<file path="config.mk">
export PLATFORM = sky130hd
export DESIGN_NAME = decode_steer
export DESIGN_NICKNAME = d
export VERILOG_FILES = /design/src/rtl/decode_steer_pkg.sv /design/src/rtl/decode_steer_classify.sv /design/src/rtl/decode_steer_select.sv /design/src/rtl/decode_steer.sv
export SDC_FILE = /design/constraint.sdc
export NUM_CORES = 1
export LEC_CHECK = 0
export ABC_AREA = 1
export BUFFER_PORTS_ARGS = -buffer_cell sky130_fd_sc_hd__buf_2
export CAP_MARGIN = 5
export CELL_PAD_IN_SITES_DETAIL_PLACEMENT = 0
export CELL_PAD_IN_SITES_GLOBAL_PLACEMENT = 1
export CORE_AREA = 3 3 127 129
export CTS_CLUSTER_DIAMETER = 80
export DETAILED_ROUTE_END_ITERATION = 12
export DIE_AREA = 0 0 130 132
export PLACE_DENSITY = 0.66
export SYNTH_ARGS = -nofsm -noshare
export SYNTH_HDL_FRONTEND = slang
export SYNTH_SLANG_ARGS = --single-unit
</file>
<file path="constraint.sdc">
create_clock -name clk -period 4.9 [get_ports clk]
set_clock_uncertainty 0.1 [all_clocks]
set_input_delay 0.245 -clock clk [delete_from_list [all_inputs] [get_ports clk]]
set_output_delay 0.245 -clock clk [all_outputs]
set_load 0.01 [all_outputs]
</file>
<file path="src/rtl/decode_steer_pkg.sv">
package decode_steer_pkg;
  // Per-entry fitness flags produced by the classifier
  typedef struct packed {
    logic single; // exactly one micro-op: fits any slot
    logic fits0;  // 1..SLOT0_MAX micro-ops: fits slot 0
    logic long_x; // above SLOT0_MAX: sequencer path
  } ent_class_t;
endpackage

</file>
<file path="src/rtl/decode_steer_classify.sv">
module decode_steer_classify
  import decode_steer_pkg::*;
#(
  parameter int UOP_W     = 4,
  parameter int SLOT0_MAX = 4
) (
  input  logic [UOP_W-1:0] uops,
  output ent_class_t       cls
);
  localparam logic [UOP_W-1:0] LIMIT = UOP_W'(SLOT0_MAX);
  localparam logic [UOP_W-1:0] ONE   = UOP_W'(1);

  always_comb begin
    cls.single = (uops == ONE);
    cls.fits0  = (uops != '0) && (uops <= LIMIT);
    cls.long_x = (uops > LIMIT);
  end
endmodule

</file>
<file path="src/rtl/decode_steer_select.sv">
module decode_steer_select
  import decode_steer_pkg::*;
#(
  parameter int SLOTS = 4,
  parameter int CNT_W = $clog2(SLOTS + 1)
) (
  input  logic                   busy,
  input  logic       [SLOTS-1:0] vld,
  input  ent_class_t [SLOTS-1:0] cls,
  output logic       [SLOTS-1:0] run,
  output logic                   ucode_go,
  output logic       [CNT_W-1:0] take
);
  // Slot 0 admits multi-op entries; the chain continues only on single-op entries
  assign run[0]   = !busy && vld[0] && cls[0].fits0;
  assign ucode_go = !busy && vld[0] && cls[0].long_x;

  genvar k;
  generate
    for (k = 1; k < SLOTS; k++) begin : g_chain
      assign run[k] = run[k-1] && vld[k] && cls[k].single;
    end
  endgenerate

  always_comb begin
    take = CNT_W'(ucode_go);
    for (int i = 0; i < SLOTS; i++) begin
      take = take + CNT_W'(run[i]);
    end
  end
endmodule

</file>
<file path="src/rtl/decode_steer.sv">
module decode_steer
  import decode_steer_pkg::*;
#(
  parameter int SLOTS     = 4,
  parameter int UOP_W     = 4,
  parameter int INSN_W    = 32,
  parameter int SLOT0_MAX = 4,
  parameter int CNT_W     = $clog2(SLOTS + 1)
) (
  input  logic                      clk,
  input  logic                      rst,
  input  logic                      ucode_busy,
  input  logic [SLOTS-1:0]          win_vld,
  input  logic [SLOTS*UOP_W-1:0]    win_uops,
  input  logic [SLOTS*INSN_W-1:0]   win_insn,
  output logic [CNT_W-1:0]          take_cnt,
  output logic [SLOTS-1:0]          slot_vld,
  output logic [SLOTS*INSN_W-1:0]   slot_insn,
  output logic [UOP_W-1:0]          slot0_uops,
  output logic                      ucode_vld,
  output logic [INSN_W-1:0]         ucode_insn,
  output logic [UOP_W-1:0]          ucode_uops
);
  ent_class_t [SLOTS-1:0] cls;
  logic       [SLOTS-1:0] run;
  logic                   ucode_go;

  genvar k;
  generate
    for (k = 0; k < SLOTS; k++) begin : g_cls
      decode_steer_classify #(.UOP_W(UOP_W), .SLOT0_MAX(SLOT0_MAX)) u_cls (
        .uops (win_uops[k*UOP_W +: UOP_W]),
        .cls  (cls[k])
      );
    end
  endgenerate

  decode_steer_select #(.SLOTS(SLOTS), .CNT_W(CNT_W)) u_sel (
    .busy     (ucode_busy),
    .vld      (win_vld),
    .cls      (cls),
    .run      (run),
    .ucode_go (ucode_go),
    .take     (take_cnt)
  );

  // Control flags carry reset; data registers load every cycle
  always_ff @(posedge clk) begin
    if (rst) begin
      slot_vld  <= '0;
      ucode_vld <= 1'b0;
    end else begin
      slot_vld  <= run;
      ucode_vld <= ucode_go;
    end
  end

  always_ff @(posedge clk) begin
    slot_insn  <= win_insn;
    slot0_uops <= win_uops[UOP_W-1:0];
    ucode_insn <= win_insn[INSN_W-1:0];
    ucode_uops <= win_uops[UOP_W-1:0];
  end

  // ---------------- assertions ----------------
  p_reset_clear_r1: assert property (@(posedge clk)
    rst |=> (slot_vld == '0 && !ucode_vld));

  p_slot0_fit_r2: assert property (@(posedge clk) disable iff (rst)
    slot_vld[0] |-> (slot0_uops != '0 && slot0_uops <= UOP_W'(SLOT0_MAX)));

  generate
    for (k = 1; k < SLOTS; k++) begin : g_prefix
      p_slot_prefix_r3: assert property (@(posedge clk) disable iff (rst)
        slot_vld[k] |-> slot_vld[k-1]);
    end
  endgenerate

  p_ucode_long_r4: assert property (@(posedge clk) disable iff (rst)
    ucode_vld |-> (ucode_uops > UOP_W'(SLOT0_MAX)));

  p_take_match_r5: assert property (@(posedge clk) disable iff (rst)
    !rst |=> ($countones(slot_vld) + 32'(ucode_vld) == 32'($past(take_cnt))));

  p_busy_idle_r6: assert property (@(posedge clk) disable iff (rst)
    ucode_busy |=> (slot_vld == '0 && !ucode_vld));

  p_ucode_excl_r8: assert property (@(posedge clk) disable iff (rst)
    ucode_vld |-> (slot_vld == '0));
endmodule

</file>
* Yosys cells after proc, flatten, opt, wreduce, memory -nomap -nowiden
Cells that the tools add are included. W data, S select, Z words.
Word-level totals: flip-flop bits (word level) 169, bits in latches 0, RAM bits 0, ROM bits 0, output and inout port bits 176, word-level logic and storage cells 26, memories kept 0
Operators by class: add/subtract/negate cells 4, $mul 0, div/mod/pow operators 0, $lt $le $gt $ge 2, eq/ne operators 3, shift-type cells 0, muxes and demuxes 0, bitwise operators 0, reductions and logical operators 12
Operators by type and width (count):
- $eq A4 B1 Y1 const B | 3
- $logic_and A1 B1 Y1 | 10
- $add A3 B1 Y3 | 3
- $gt A4 B3 Y1 const B | 1
- $le A4 B3 Y1 const B | 1
- $reduce_bool A4 Y1 | 1
- $add A1 B1 Y2 | 1
- $logic_not A1 Y1 | 1

* Logic depth before layout (Yosys ltp)
depth after elaboration 10, gate-level depth with buffers 11, gate-level depth less buffers 11

* Modules after synthesis
Synthesis repeated with hierarchy kept, for this count alone.
Unflattened totals: cell total of the unflattened synthesis 251, area total of the unflattened synthesis 3403.3 sq um
By module, submodules not included:
- decode_steer | times used 1, cells each 183, area each 3050.4 sq um, sequential area each 2742.6 sq um
- decode_steer_classify | times used 4, cells each 12, area each 50.0 sq um, sequential area each 0.0 sq um
- decode_steer_select | times used 1, cells each 20, area each 152.6 sq um, sequential area each 0.0 sq um

* Worst setup path before layout
Ideal clock, no wire load.
path type in2out, start input port win_uops[1], end output port take_cnt[1], arrival 2062 ps, data required time 4555 ps, path slack 2493 ps, stages 10, path buffers 0, cell sequence o21ai_2 > nand2_2 > inv_1 > nor3_1 > ha_1 > fa_1 > ha_1 > inv_1 > fa_1 > inv_1
RTL lines:
- start, declared | line decode_steer.sv:14 | input logic [SLOTS*UOP_W-1:0] win_uops,
- $gt A4 B3 Y1 | line decode_steer_classify.sv:16 | cls.long_x = (uops > LIMIT);
- $logic_and A1 B1 Y1 | line decode_steer_select.sv:16 | assign ucode_go = !busy && vld[0] && cls[0].long_x;
- named net u_sel.ucode_go | line decode_steer_select.sv:11 | output logic ucode_go,
- $add A1 B1 Y2 | line decode_steer_select.sv:28 | take = take + CNT_W'(run[i]);
- $add A3 B1 Y3 (3 in series) | line decode_steer_select.sv:28
- end, declared | line decode_steer.sv:16 | output logic [CNT_W-1:0] take_cnt,
The timed path passes the listed nets, and every way through them passes these cells.

* Worst setup path after layout
Same ends and word-level chain as after synthesis.

==> run summary <==
Dominant cell type by area after synthesis = dfxtp_1
Drt via density = 3.69
Layout overhead on the synthesized area = 107%
CP required = 4.55 ns
Crit end category = output pin
Tcrit/Tclk final = 67.2%
Setup crit start kind = input pin
Static Leak = 3.46 nW
Core area = 15,100 um2
GR Util All Layers = 13.8%
Slowest cell on crit path = dlygate4sd3_1
Crit path kind = input pin to output pin
Clock transition at path regs = 0.06 ns
Syn Area/Cell = 15.1 um2
Post-DRT Antenna Nets = 0
First-pass GRT wire length = 17.9 mm
Initial Util = 21.7%
Syn_nets = 373
Routed WL per cell = 14.3 um
DR DRC count = 0
First-pass detailed-route iteration total = 4
Placer Congestion = 0.812
Top delay family on crit path = adder cells
Status = finished, final reports clean
Final hold violation count = 0
Worst-path fanout max = 3
Max clock buf depth = 2
Layout cell share with drive strength beyond 1 = 54.4%
Setup Fix Bufs, Post-CTS = 0
Hold slack = 0.0370 ns
Max Fclk = 304 MHz
WP data arrival = 2.95 ns
Largest net degree at the start of global routing = 17
TritonCTS clock tree = yes
Remaining global-route overflow = 0
CP Cell Sequence = dlygate4sd3_1, buf_2, o21ai_2, nand2_2, inv_1, nor3_1, ha_1, fa_1, ha_1, inv_1, fa_1, inv_1, buf_2
Die Y-Extent = 132 um
Post-Route WL = 12.3 mm
Top-area cell type share of the netlist area = 83.3%
Placed insts = 696
Initial antenna violation count = 1
Power Density = 403 nW/um2
Iter 0 DRT Violations = 45
Count of buffers from port buffering = 326
Maximum VDD drop = 0.000189 V
CTS H-tree lvls = 4
Worst-margin pin slew = 0.331 ns
Delay of the slowest critical-path stage = 0.53 ns
Setup TNS = 0 ns
Final HPWL DP = 9.00 mm
Slew Limit Fails = 0
Routed vias = 3,181
Vias in the first global route = 3,470
Synth top area cells = dfxtp_1, buf_4, inv_1, fa_1, ha_1
Min-Delay Startpoint = win_uops[13]
Die Footprint = 17,200 um2
Post-Synthesis Cells = 218
Critical Path Start = win_uops[1]
Die X = 130 um
Most numerous cell on the critical path = inv_1
# setup viols final = 0
Ys Warns = 0
Antenna Cells = 0
Hold Path Class = input pin to flop
# rows = 45
Slew Limit Headroom = 77.7%
Clock sink count = 137
RSZ-0062 raised after global routing = false
Minimum clock period = 3.29 ns
Pwr Total = 2.75 mW
Post-Syn Area = 3290 um2
# IOs = 327
Max_cap viols = 0
#FFs+latches synth = 137
Clock buffers created by TritonCTS = 17
CP Buf/Inv Count = 6
Fin cells = 861
Final nets = 816
Root buf cell = clkbuf_16
Post-synthesis cell type count = 17
Register area share after synthesis = 83.3%
[flip-flops by register name, summed over array words and instances, names as in the netlist]
| register | count |
|---|---|
| ucode_insn | 31 |
| ucode_uops | 4 |
| slot_vld | 4 |
| slot_insn | 97 |
| ucode_vld | 1 |
[metal layers]
layer  track usage, %  part of all wire (%)
met1             13.2                    36
met3             6.52                   9.2
met2             25.0                    52
met5                0                 0.098
met4             6.06                   2.5
[final cells by class]
class,instances,area [um2]
Timing Repair Buffer,460,2970
Multi-Input combinational cell,29,220
Tap cell,188,235
Inverter,16,60.1
Fill cell,1379,8320
Clock buffer,17,425
Clock inverter,14,174
Sequential cell,137,2740
[cell usage in the layout (no fill, tap or decap)]
cell           count
o21ai_2            1
clkinvlp_4         3
buf_2            326
dlygate4sd3_1    134
clkinv_2           3
nor2_4             2
dfxtp_1          137
bufinv_16          3
nor2_2             1
clkbuf_16         17
nand3b_1           2
clkinv_4           2
inv_1             16
nand2_1            4
nand2_2            3
inv_8              1
nor4_1             1
nor3b_1            1
inv_6              2
nor3_2             1
nor2_1             6
nor3_1             2
ha_1               2
fa_1               2
nand4_2            1
[path summary, 6_finish.rpt]
check / to / slack [ns] / depth (start not counted)
setup / recovery: take_cnt[1] / 1.61 / 13
hold / removal: slot_vld[3]$_SDFF_PP0_ / 0.04 / 3
[tightest hold or removal path: cells and delay by family]
kind | cells | cell delay (ns)
buffers and inverters | 1 | 0.07
and+or+nand+nor | 2 | 0.18
[cells by family after synthesis]
family / after synthesis / synth area share (%)
flip-flops: 137 / 83.3
AO/OA/AOI/OAI: 1 / 0.266
AND/OR/NAND/NOR: 24 / 4.45
adder cells (fa/ha/maj): 4 / 1.98
buffers and inverters: 52 / 10.0
[report_power, final]
part | switching [mW] | total (mW) | leakage (nW) | internal (mW)
Clock | 0.484 | 1.29 | 0.287 | 0.802
Sequential | 0.0185 | 1.19 | 1.15 | 1.17
Combinational | 0.111 | 0.274 | 2.02 | 0.163
[metrics by stage]
stage	area (um2)	setup WS (ns)	utilization [%]
after floorplan	3290	2.49	-
after global placement	4890	2.17	32.3
after detailed placement	4890	2.16	32.3
after CTS	6830	1.60	45.1
after global routing	6830	1.47	45.1
final	6830	1.61	45.1
[cells in the mapped netlist, drive strengths merged]
master and count:
nor4 1, nor2 9, nand2 7, nand3b 2
fa 2, nand4 1, nor3b 1, ha 2
o21ai 1, inv 16, buf 36, nor3 3
dfxtp 137
[timing repair]
item | CTS | global route
hold buffers | 134 | 0
endpoints found under the setup margin | 0 | 0
endpoints found under the hold margin | 135 | 0
resized for setup | 0 | 0
No activity file was read; power rests on OpenSTA's default activity.
